**src/rtl/dwb_pkg.sv**
```systemverilog
package dwb_pkg;

    typedef enum logic [1:0] {
        ST_IDLE  = 2'd0,
        ST_APPLY = 2'd1,
        ST_ZERO  = 2'd2
    } dwb_state_e;

endpackage

```
**src/rtl/dwb_slots.sv**
```systemverilog
module dwb_slots #(
    parameter int NSLOT  = 4,
    parameter int IDX_W  = 5,
    parameter int DATA_W = 16,
    localparam int PTR_W = $clog2(NSLOT)
) (
    input  logic              clk,
    input  logic              rst_n,
    input  logic              wr_en,
    input  logic [PTR_W-1:0]  wr_slot,
    input  logic [IDX_W-1:0]  wr_idx,
    input  logic [DATA_W-1:0] wr_val,
    input  logic              clr_all,
    input  logic [PTR_W-1:0]  rd_ptr,
    output logic              rd_valid,
    output logic [IDX_W-1:0]  rd_idx,
    output logic [DATA_W-1:0] rd_val,
    output logic [NSLOT-1:0]  valid_vec
);

    logic [IDX_W-1:0]  idx_q [NSLOT];
    logic [DATA_W-1:0] val_q [NSLOT];
    logic [NSLOT-1:0]  valid_q;

    for (genvar s = 0; s < NSLOT; s++) begin : g_slot
        logic hit;
        assign hit = wr_en && (wr_slot == PTR_W'(s));

        always_ff @(posedge clk or negedge rst_n) begin
            if (!rst_n) begin
                valid_q[s] <= 1'b0;
                idx_q[s]   <= '0;
                val_q[s]   <= '0;
            end else if (clr_all) begin
                valid_q[s] <= 1'b0;
            end else if (hit) begin
                valid_q[s] <= 1'b1;
                idx_q[s]   <= wr_idx;
                val_q[s]   <= wr_val;
            end
        end
    end

    always_comb begin
        rd_valid  = valid_q[rd_ptr];
        rd_idx    = idx_q[rd_ptr];
        rd_val    = val_q[rd_ptr];
        valid_vec = valid_q;
    end

endmodule

```
**src/rtl/dwb_seq.sv**
```systemverilog
module dwb_seq
    import dwb_pkg::*;
#(
    parameter int NSLOT = 4,
    localparam int PTR_W = $clog2(NSLOT)
) (
    input  logic             clk,
    input  logic             rst_n,
    input  logic             precise_en,
    input  logic             apply_req,
    input  logic             zero_req,
    input  logic             keep_en_in,
    input  logic             keep_acc_in,
    input  logic             cur_valid,
    output logic [PTR_W-1:0] ptr,
    output logic             apply_phase,
    output logic             zero_phase,
    output logic             clr_all,
    output logic             busy,
    output logic             keep_en,
    output logic             keep_acc
);

    localparam logic [PTR_W-1:0] LAST = PTR_W'(NSLOT - 1);

    dwb_state_e state_q, state_d;
    logic [PTR_W-1:0] ptr_q, ptr_d;
    logic keep_en_q, keep_acc_q;
    logic walk_end;

    assign walk_end = !cur_valid || (ptr_q == LAST);

    always_comb begin
        state_d = state_q;
        ptr_d   = ptr_q;
        unique case (state_q)
            ST_IDLE: begin
                ptr_d = '0;
                if (apply_req)
                    state_d = ST_APPLY;
                else if (zero_req && precise_en)
                    state_d = ST_ZERO;
            end
            ST_APPLY, ST_ZERO: begin
                if (walk_end) begin
                    state_d = ST_IDLE;
                    ptr_d   = '0;
                end else begin
                    ptr_d = ptr_q + 1'b1;
                end
            end
            default: state_d = ST_IDLE;
        endcase
    end

    always_ff @(posedge clk or negedge rst_n) begin
        if (!rst_n) begin
            state_q    <= ST_IDLE;
            ptr_q      <= '0;
            keep_en_q  <= 1'b0;
            keep_acc_q <= 1'b0;
        end else begin
            state_q <= state_d;
            ptr_q   <= ptr_d;
            if (state_q == ST_IDLE && zero_req && !apply_req) begin
                keep_en_q  <= keep_en_in;
                keep_acc_q <= keep_acc_in;
            end
        end
    end

    always_comb begin
        apply_phase = 1'b0;
        zero_phase  = 1'b0;
        clr_all     = 1'b0;
        unique case (state_q)
            ST_IDLE:  ;
            ST_APPLY: begin
                apply_phase = 1'b1;
                clr_all     = walk_end;
            end
            ST_ZERO:  zero_phase = 1'b1;
            default:  ;
        endcase
        busy     = apply_phase || zero_phase;
        ptr      = ptr_q;
        keep_en  = keep_en_q;
        keep_acc = keep_acc_q;
    end

    AST_ZERO_NEEDS_PRECISE: assert property (@(posedge clk) disable iff (!rst_n)
        !precise_en |-> state_q != ST_ZERO);

    AST_WALK_PTR_BOUND: assert property (@(posedge clk) disable iff (!rst_n)
        (state_q != ST_IDLE) && (ptr_q == LAST) |=> state_q == ST_IDLE);

endmodule

```
**src/rtl/dwb_wdata.sv**
```systemverilog
module dwb_wdata #(
    parameter int IDX_W        = 5,
    parameter int DATA_W       = 16,
    parameter int ACC_LO_BASE  = 16,
    parameter int ACC_MID_BASE = 18,
    parameter int ACC_HI_BASE  = 20
) (
    input  logic              apply_phase,
    input  logic              zero_phase,
    input  logic              precise_en,
    input  logic              cur_valid,
    input  logic [IDX_W-1:0]  cur_idx,
    input  logic [DATA_W-1:0] cur_val,
    input  logic [DATA_W-1:0] rf_rdata,
    input  logic              keep_en,
    input  logic              keep_acc,
    output logic              we,
    output logic [IDX_W-1:0]  widx,
    output logic [DATA_W-1:0] wdata
);

    logic [IDX_W-1:0] acc_off;
    logic             spared;

    assign acc_off = IDX_W'(keep_acc);

    always_comb begin
        spared = keep_en &&
                 ((cur_idx == IDX_W'(ACC_LO_BASE)  + acc_off) ||
                  (cur_idx == IDX_W'(ACC_MID_BASE) + acc_off) ||
                  (cur_idx == IDX_W'(ACC_HI_BASE)  + acc_off));
        widx  = cur_idx;
        we    = 1'b0;
        wdata = '0;
        if (apply_phase && cur_valid) begin
            we    = 1'b1;
            wdata = precise_en ? (cur_val | rf_rdata) : cur_val;
        end else if (zero_phase && cur_valid && !spared) begin
            we    = 1'b1;
            wdata = '0;
        end
    end

endmodule

```
**src/rtl/dwb_log.sv**
```systemverilog
module dwb_log #(
    parameter int NSLOT        = 4,
    parameter int IDX_W        = 5,
    parameter int DATA_W       = 16,
    parameter int ACC_LO_BASE  = 16,
    parameter int ACC_MID_BASE = 18,
    parameter int ACC_HI_BASE  = 20,
    localparam int PTR_W       = $clog2(NSLOT)
) (
    input  logic              clk,
    input  logic              rst_n,
    input  logic              precise_en,
    input  logic              log_push,
    input  logic [PTR_W-1:0]  log_slot,
    input  logic [IDX_W-1:0]  log_idx,
    input  logic [DATA_W-1:0] log_val,
    input  logic              apply_req,
    input  logic              zero_req,
    input  logic              zero_keep_en,
    input  logic              zero_keep_acc,
    output logic              busy,
    output logic [IDX_W-1:0]  rf_ridx,
    input  logic [DATA_W-1:0] rf_rdata,
    output logic              rf_we,
    output logic [IDX_W-1:0]  rf_widx,
    output logic [DATA_W-1:0] rf_wdata
);

    logic [PTR_W-1:0]  ptr;
    logic              apply_phase, zero_phase, clr_all;
    logic              keep_en, keep_acc;
    logic              cur_valid;
    logic [IDX_W-1:0]  cur_idx;
    logic [DATA_W-1:0] cur_val;
    logic [NSLOT-1:0]  slot_valid;
    logic              push_ok;

    assign push_ok = log_push && !busy;

    dwb_slots #(.NSLOT(NSLOT), .IDX_W(IDX_W), .DATA_W(DATA_W)) u_slots (
        .clk(clk), .rst_n(rst_n),
        .wr_en(push_ok), .wr_slot(log_slot), .wr_idx(log_idx), .wr_val(log_val),
        .clr_all(clr_all), .rd_ptr(ptr),
        .rd_valid(cur_valid), .rd_idx(cur_idx), .rd_val(cur_val),
        .valid_vec(slot_valid)
    );

    dwb_seq #(.NSLOT(NSLOT)) u_seq (
        .clk(clk), .rst_n(rst_n), .precise_en(precise_en),
        .apply_req(apply_req), .zero_req(zero_req),
        .keep_en_in(zero_keep_en), .keep_acc_in(zero_keep_acc),
        .cur_valid(cur_valid), .ptr(ptr),
        .apply_phase(apply_phase), .zero_phase(zero_phase),
        .clr_all(clr_all), .busy(busy),
        .keep_en(keep_en), .keep_acc(keep_acc)
    );

    dwb_wdata #(
        .IDX_W(IDX_W), .DATA_W(DATA_W),
        .ACC_LO_BASE(ACC_LO_BASE), .ACC_MID_BASE(ACC_MID_BASE), .ACC_HI_BASE(ACC_HI_BASE)
    ) u_wdata (
        .apply_phase(apply_phase), .zero_phase(zero_phase), .precise_en(precise_en),
        .cur_valid(cur_valid), .cur_idx(cur_idx), .cur_val(cur_val),
        .rf_rdata(rf_rdata), .keep_en(keep_en), .keep_acc(keep_acc),
        .we(rf_we), .widx(rf_widx), .wdata(rf_wdata)
    );

    assign rf_ridx = cur_idx;

    AST_NO_WRITE_IDLE: assert property (@(posedge clk) disable iff (!rst_n)
        !busy |-> !rf_we);

    AST_ZERO_WRITES_ZERO: assert property (@(posedge clk) disable iff (!rst_n)
        zero_phase && rf_we |-> rf_wdata == '0);

    AST_LOG_EMPTY_AFTER_APPLY: assert property (@(posedge clk) disable iff (!rst_n)
        $past(apply_phase) && !apply_phase |-> slot_valid == '0);

    AST_PUSH_IGNORED_ZERO_WALK: assert property (@(posedge clk) disable iff (!rst_n)
        zero_phase && log_push |=> $stable(slot_valid));

    AST_DIRECT_VALUE: assert property (@(posedge clk) disable iff (!rst_n)
        !precise_en && apply_phase && rf_we |-> rf_wdata == cur_val);

endmodule

```
**config.mk**
```make
export PLATFORM = sky130hd
export DESIGN_NAME = dwb_log
export DESIGN_NICKNAME = d
export VERILOG_FILES = /design/src/rtl/dwb_pkg.sv /design/src/rtl/dwb_slots.sv /design/src/rtl/dwb_seq.sv /design/src/rtl/dwb_wdata.sv /design/src/rtl/dwb_log.sv
export SDC_FILE = /design/constraint.sdc
export NUM_CORES = 1
export LEC_CHECK = 0
export BUFFER_PORTS_ARGS = -buffer_cell sky130_fd_sc_hd__clkbuf_2
export CAP_MARGIN = 40
export CORE_UTILIZATION = 55
export CTS_CLUSTER_SIZE = 12
export DETAILED_ROUTE_END_ITERATION = 12
export GPL_ROUTABILITY_DRIVEN = 0
export PLACE_DENSITY = 0.78
export RECOVER_POWER = 25
export SLEW_MARGIN = 0
export SYNTH_ARGS = -nofsm -noshare
export SYNTH_HDL_FRONTEND = slang
export SYNTH_HIERARCHICAL = 1
export SYNTH_SLANG_ARGS = --single-unit
```
**constraint.sdc**
```tcl
create_clock -name clk -period 3.9 [get_ports clk]
set_input_delay 0.39 -clock clk [delete_from_list [all_inputs] [get_ports clk]]
set_output_delay 0.39 -clock clk [all_outputs]
set_load 0.03 [all_outputs]
```
==> results of run 1 <==
power by group through the flow:
stage	clock network (mW)	logic (mW)	registers [mW]
after floorplan	0	1.34	1.62
after global routing	0.736	1.70	1.75
after global placement	0	1.53	1.67
after CTS	0.692	1.60	1.68
after detailed placement	0	1.59	1.70
final	0.674	1.58	1.69
per-stage QoR:
step | hold slack, ns | cells | worst slack (ns) | instance area, um^2 | utilization
2_1_floorplan | 0.09441 | 300 | 1.112 | 4587 | -
3_3_place_gp | 0.4760 | 461 | 0.9801 | 4933 | 0.6255
3_5_place_dp | 0.1886 | 462 | 0.8712 | 4961 | 0.6290
4_1_cts | 0.2379 | 478 | 0.8669 | 5175 | 0.6561
5_1_grt | 0.2411 | 479 | 1.032 | 5154 | 0.6534
6_report | 0.2584 | 479 | 1.143 | 5154 | 0.6534
Yosys cell counts, drive strengths merged:
| library cell | instances | share of area |
|---|---|---|
| ha | 5 | 0.014 |
| or3b | 1 | 0.0019 |
| nor3 | 1 | 0.0011 |
| nand2b | 1 | 0.0014 |
| a31oi | 3 | 0.0041 |
| xnor2 | 1 | 0.0019 |
| nor4b | 1 | 0.0052 |
| and3b | 1 | 0.0019 |
| nand4b | 1 | 0.0019 |
| buf | 20 | 0.042 |
| o211ai | 1 | 0.0016 |
| nand3 | 2 | 0.0022 |
| mux2 | 86 | 0.22 |
| mux4 | 22 | 0.11 |
| inv | 6 | 0.0049 |
| nand2 | 5 | 0.0046 |
| and4bb | 3 | 0.0098 |
| dfrtp | 94 | 0.51 |
| nor2 | 17 | 0.016 |
| nor2b | 1 | 0.0030 |
| a21o | 1 | 0.0016 |
| a21boi | 1 | 0.0016 |
| nand3b | 4 | 0.0093 |
| o21ai | 2 | 0.0022 |
| a21oi | 20 | 0.032 |
kinds of logic (layout without fill, tap and decap cells):
kind of cell | after synthesis | count (layout) | synth area share
flip-flops | 94 | 94 | 0.5128
buffers and inverters | 26 | 103 | 0.04692
XOR/XNOR | 1 | 1 | 0.001910
AND/OR/NAND/NOR | 38 | 38 | 0.05783
adder cells (fa/ha/maj) | 5 | 5 | 0.01364
AO/OA/AOI/OAI | 28 | 28 | 0.04283
multiplexers | 108 | 108 | 0.3241
sequential cells by signal (all words and copies together) (netlist names):
| name | cells |
|---|---|
| u_seq/keep_acc | 1 |
| u_slots/val_q | 64 |
| u_slots/idx_q | 20 |
| u_seq/keep_en | 1 |
| u_seq/state_q | 2 |
| u_slots/valid_vec | 4 |
| u_seq/ptr | 2 |
metal layers:
layer | global-route usage | vias to the layer above | share of wire
li1 | - | 1245 | -
met2 | 0.3554 | 63 | 0.49
met1 | 0.3157 | 1404 | 0.47
met4 | 0.09872 | 0 | 0.017
met5 | 0 | - | 0
met3 | 0.02927 | 12 | 0.029
worst max-delay path: cells and delay by family (launching register included):
family | cells | cell delay, ns
buffers and inverters | 2 | 0.55
and+or+nand+nor | 1 | 0.22
DFF | 1 | 0.72
muxes | 1 | 0.40
AOI/OAI and AO/OA | 1 | 0.12
area by class of cell:
| type | instances | area, um^2 |
|---|---|---|
| Multi-Input combinational cell | 180 | 2019 |
| Timing Repair Buffer | 82 | 426.7 |
| Fill cell | 588 | 2734 |
| Clock inverter | 4 | 72.57 |
| Inverter | 6 | 22.52 |
| Tap cell | 102 | 127.6 |
| Clock buffer | 11 | 131.4 |
| Sequential cell | 94 | 2354 |
how the worst max path moves through the flow:
stage          cells after the start           endpoint         start  slack (ns)
2_1_floorplan                      6   u_slots/idx_q[0]  u_seq/ptr[0]        1.11
3_3_place_gp                       5  u_slots/val_q[13]  u_seq/ptr[1]        0.98
3_5_place_dp                       5  u_slots/val_q[13]  u_seq/ptr[1]        0.87
4_1_cts                            5  u_slots/val_q[13]  u_seq/ptr[1]        0.87
5_1_grt                            5              rf_we  u_seq/ptr[1]        1.03
6_report                           5              rf_we  u_seq/ptr[1]        1.14
==> impl.org, run 1 <==
** Die
- Die outline width :: 93.32 um
- Number of I/O pins :: 75
- Placeable core area :: 7888 um^2
- For this configuration, the core starts out at a cell density of 0.5815.
- In this run the vertical extent of the chip is 93.32 um.
- # rows :: 32
- The floorplan step defined a die boundary enclosing 8709 um^2.

** Finish
- Net total in the final layout :: 425
- From synthesis to final layout, the design area changed by 12.36%.
- Most frequent cells in the layout :: dfrtp_1, mux2_2, clkbuf_2
- The repair_antennas step left the layout with diodes totalling 0.
- In the final layout, the share of cells above drive strength 1 is 0.5809.
- Most common cell after layout, fill and taps aside :: dfrtp_1

** Power
- Power density relative to cell area :: 764.7 nW/um^2
- Total power after layout :: 3.941 mW
- Seq pwr share :: 0.428
- Peak ir drop on the vdd network :: 281.2 uV
- Combinational fraction of design power :: 0.401
- Of the total power, the clock network draws 0.171.
- Of the total power, the share spent switching nets is 0.3337.
- Net switching power :: 1.315 mW
- Static Leakage :: 2.291 nW
- Cell internal power was estimated by the tool at 2.626 mW.

** Clock tree
- Cell at the root of the clock tree :: clkbuf_8
- In this run the number of H-tree levels came out at 3.
- Latest clock arrival within the worst-skew pair :: 0.35 ns
- The longest clock path from root to sink contains 2 buffers.
- The tree built by TritonCTS fans out to 94 sinks.
- Count of instances resized after the clock tree is built :: 0
- Total clock buffers created by CTS :: 9
- TritonCTS built the clock tree.
- Post CTS Setup Buffer Count :: 0
- After clock tree synthesis, the flow added hold-fix buffers numbering 1.
- Clock Pin Slew Worst Setup and Hold Paths :: 0.08 ns

** Timing
- Final setup violation count :: 0
- Final hold vios :: 0
- Slew Limit Headroom :: -0.1155
- Setup repair after global routing left no endpoint under its margin.
- Worst clock skew on the final layout :: 0.006349 ns
- Least-Margin Pin Slew :: 1.673 ns
- Derived from the worst setup path, the maximum achievable clock frequency is 362.8 MHz.
- Setup TNS :: 0 ns
- In the finished design, the share of the clock period the worst path needs comes to 0.7068.
- Max Transition Viols Final :: 69
- Final Critical Period :: 2.757 ns

** Global routing
- Leftover overflow at the end of global routing :: 0
- The via count of the first global-routing pass is 2814.
- Antenna violations before repair :: 0
- Entering global routing, the biggest net connects 69 pins.
- The first global-routing pass estimated 14.59 mm of wire.
- For this run, the total global-route usage over all layers was measured as 0.2252.

** Job
- The tool flagged a number of max-cap violations equal to 1.

** Worst setup path
- The worst register-to-register path begins at u_seq/ptr[1].
- R2r worst-path depth :: 6
- STA puts the critical path data required time at 3.51 ns.
- Critical-path top delay cell :: dfrtp_1
- Worst flop-to-flop path endpoint :: u_slots/val_q[13]
- The largest single stage delay on the critical path is 0.72 ns.
- Flop-to-flop setup slack :: 1.34 ns
- Max FO, Critical Path :: 13
- Data arrival time of the critical path :: 2.37 ns
- Ordered cell list for the critical path :: buf_4 > mux4_2 > and4bb_1 > a31oi_1 > clkbuf_2
- The critical path is of the reg2out type.
- The worst setup path is captured at an output pin.
- Startpoint Class :: flop

** Routing
- The routed design has 8.874 mm of wire.
- Vias/cell :: 5.687
- Detailed-route wire length per cell :: 18.53 um
- After the first detailed-routing iteration, the DRC count stood at 86.
- Detailed Routing Iterations Pass 1 :: 4
- The detailed router placed 2724 vias in this run.
- Once detail routing completed, the nets flagged for antenna violations numbered 0.
- Post-route DRC violation count :: 0

** Logic synthesis
- Sequential-to-total area share from yosys stat :: 0.5128
- Summing every instance area after synthesis gives 4587 um^2.
- Total nets after synthesis :: 352
- Counting every instance in the synthesized netlist gives 300.
- The Yosys step of the flow raised 6 warnings.
- A synthesized cell averages 15.29 um^2.
- Flip-flop and latch count after synthesis :: 94
- Distinct cells, synth :: 37

** Placed design
- The count of buffers added on input and output ports is 74.
- Detailed Place HPWL :: 5.856 mm

** Status
- Status :: complete, but fails checks
- Failing checks :: capacitance limit, slew limit

** Min path
- The worst hold path begins at zero_keep_acc.
- The path class of the tightest hold or removal check is in2reg.
- End point of the worst hold path :: u_seq/keep_acc
- Number of instances on the worst hold path :: 2
(Power assumes the default switching activity.)
==> run 2, diff against run 1 <==
==> constraint.sdc (replaced) <==
create_clock -name clk -period 2.72 [get_ports clk]
set_input_delay 0.272 -clock clk [delete_from_list [all_inputs] [get_ports clk]]
set_output_delay 0.272 -clock clk [all_outputs]
set_load 0.03 [all_outputs]
==> run 2 against run 1 <==
The flow still finishes with violations (capacitance limit, slew limit); register-to-register slack got worse by 1.1 ns; flip-flop and latch count did not move; combinational power rose by 44%; core utilization rose by 0.36 points; routed wire length barely moved; via count fell by 0.37%; global-route usage fell by 0.084 points; cell area rose by 0.56%; critical path type unchanged.
==> impl.org, run 2 (same netlist as run 1, synthesis figures left out) <==
** Status
- Status :: complete, but fails checks
- Failing checks :: capacitance limit, slew limit

** Worst setup path
- Flop-to-flop setup slack :: 0.25 ns
- By instance count, the cell type seen most on the critical path is buf_4.
- The worst register-to-register path begins at u_slots/valid_vec[3].
- Category of the worst setup path capture point :: output pin
- Largest stage delay on the critical path :: 0.55 ns
- Ordered cell list for the critical path :: buf_4 > buf_4 > mux4_2 > a21oi_4 > nor2_2 > clkbuf_2
- Among all stages on the critical path, the largest delay is contributed by mux4_2.
- The worst setup path is launched from a flop.
- Data arrival time of the critical path :: 2.24 ns
- Crit path launch :: u_seq/ptr[0]
- The endpoint identified for the worst register-to-register timing path is u_slots/val_q[8].
- Destination of the critical timing path :: rf_wdata[5]
- At the worst endpoint, the required time is 2.45 ns.
- Worst Path Class, Setup :: reg2out
- R2r worst-path depth :: 5
- Max FO, Critical Path :: 17

** Global routing
- Number of global-route vias before repair :: 2869
- Leftover overflow at the end of global routing :: 0
- In the global route stage, overall resource usage came out at 0.2244.
- The number of antenna violations at the first check in global routing came to 0.
- Entering global routing, the biggest net connects 61 pins.
- The first global-routing pass estimated 14.59 mm of wire.

** Finish
- After filler insertion, the fill cell instance count of the layout stands at 603.
- Net total in the final layout :: 425
- Counting flops per register, the top entry is u_slots/val_q.
- Number of flip-flops in the largest register :: 64
- Synth-to-Final Area Change :: 12.98%
- The number of antenna diodes in the final layout is 0.
- Most frequent cells in the layout :: dfrtp_1, mux2_2, clkbuf_2
- Fraction of final layout cells sized beyond drive strength 1 :: 0.5820
- Most common cell after layout, fill and taps aside :: dfrtp_1

** Die
- Number of I/O pins :: 75
- Measured along the x axis, the die boundary spans 93.32 um.
- Chip Height :: 93.32 um
- The total area inside the core boundary comes to 7888 um^2.
- DIE AREA :: 8709 um^2
- Starting density of the core :: 0.5815
- After floorplanning, the core was divided into 32 placement rows.

** Timing
- RSZ-0062 raised after global routing :: false
- Peak Freq :: 398.6 MHz
- Least-Margin Pin Slew :: 2.012 ns
- The worst pin sits at a relative slew slack of -0.3412.
- The max-slew violation total from the final report is 35.
- Worst clock skew on the final layout :: 0.01505 ns
- Final Critical Period :: 2.509 ns
- Dividing the final minimum period by the clock period gives 0.9223.
- Final setup violation count :: 0
- Adding up every negative setup slack in the final design gives 0 ns.
- The final number of hold-violating endpoints was 0.

** Clock tree
- Cell at the root of the clock tree :: clkbuf_8
- TritonCTS built the clock tree.
- Latest clock arrival within the worst-skew pair :: 0.35 ns
- Total clock buffers created by CTS :: 9
- Clock Pin Slew Worst Setup and Hold Paths :: 0.10 ns
- Deepest level of the CTS H-tree :: 3
- In this run the deepest clock path goes through 2 buffers.
- Counting every sink on the clock net gives 94.

** Routing
- The count of nets left with antenna violations once routing finished came out at 0.
- Vias post-DR :: 2714
- Post-route DRC violation count :: 0
- Drt first-iter violations :: 111
- Dividing the detail-routed via count by the number of cells gives 5.654.
- The final layout contains routed wiring with a total length of 8.873 mm.
- In the final routed layout, each cell accounts on average for 18.49 um.
- The first detailed-routing pass ran for 4 iterations.

** Min path
- The tightest min-delay check is of the in2reg type.
- In this run the most critical hold path is launched from zero_keep_acc.
- The worst hold path passes through 2 cells.

** Power
- Static Leakage :: 2.298 nW
- Total power after layout :: 5.678 mW
- Proportion of power drawn by the clock network :: 0.175
- Peak ir drop on the vdd network :: 402.2 uV
- The share of total power dissipated in combinational logic is 0.399.
- Power density relative to cell area :: 1096 nW/um^2
- Of the total power, registers draw 0.426.
- Switching share of total power :: 0.3347
- Internal power comes to 3.778 mW.
- Net switching power :: 1.900 mW

** Placed design
- During placement, the flow inserted port buffers numbering 74.
- Detailed Place HPWL :: 5.949 mm

** Job
- Across the run, the number of max-cap violations was 1.
==> run 2: cell types whose count changed in the layout (fill, tap and decap cells not counted), sizes merged <==
cell	before	now
buf	6	7
clkbuf	86	85
clkinvlp	1	2
==> run 2: repair_timing <==
| item | CTS | global route |
|---|---|---|
| hold buffers | 1 | 0 |
| buffers inserted | 0 | 0 |
| resized for setup | 0 | 0 |
| endpoints found under the hold margin | 34 | 0 |
==> run 2: final cells by class <==
class	count	area, um^2	area share
Clock buffer	11	131.4	0.02535
Clock inverter	5	83.83	0.01618
Inverter	6	22.52	0.004346
Multi-Input combinational cell	180	2019	0.3897
Sequential cell	94	2354	0.4541
Tap cell	102	127.6	0.02463
Timing Repair Buffer	82	444.2	0.08571
==> run 2: worst min path at each step <==
stage                          end
floorplan           u_seq/keep_acc
finish              u_seq/keep_acc
CTS                 u_seq/keep_acc
global placement    u_seq/keep_acc
detailed placement  u_seq/keep_acc
global route         u_seq/keep_en
==> run 2: routing by layer <==
metal	up-vias	part of all wire	wire length [um]	GRT usage
met4	0	0.010	90	0.08462
li1	1248	-	-	-
met3	6	0.037	328	0.02764
met2	53	0.50	4472	0.3725
met1	1407	0.45	3982	0.3046
met5	-	0	0	0
==> run 2: worst max-delay path, delay by kind of cell, from the launching register on <==
| kind | cells | cell delay, ns |
|---|---|---|
| mux | 1 | 0.55 |
| simple gates | 1 | 0.04 |
| compound gates | 1 | 0.13 |
| buf+inv | 3 | 0.79 |
| flops | 1 | 0.37 |
==> run 2: through the flow <==
| stage | utilization | hold slack, ns | worst slack, ns | area, um^2 | instances |
|---|---|---|---|---|---|
| after detailed placement | 0.6290 | 0.2630 | 0.2788 | 4961 | 463 |
| after global placement | 0.6290 | 0.2618 | 0.3232 | 4961 | 463 |
| after floorplan | - | -0.02359 | 0.1295 | 4587 | 300 |
| after global routing | 0.6570 | 0.1217 | 0.05136 | 5182 | 480 |
| after CTS | 0.6575 | 0.1150 | 0.1585 | 5186 | 480 |
| final | 0.6570 | 0.1277 | 0.2113 | 5182 | 480 |
==> run 2: power by group through the flow <==
stage / clock network (mW) / registers [mW] / logic [mW]
after floorplan: 0 / 2.32 / 1.92
after global placement: 0 / 2.39 / 2.21
after detailed placement: 0 / 2.44 / 2.28
after CTS: 1.02 / 2.42 / 2.29
after global routing: 1.07 / 2.50 / 2.43
final: 0.995 / 2.42 / 2.27
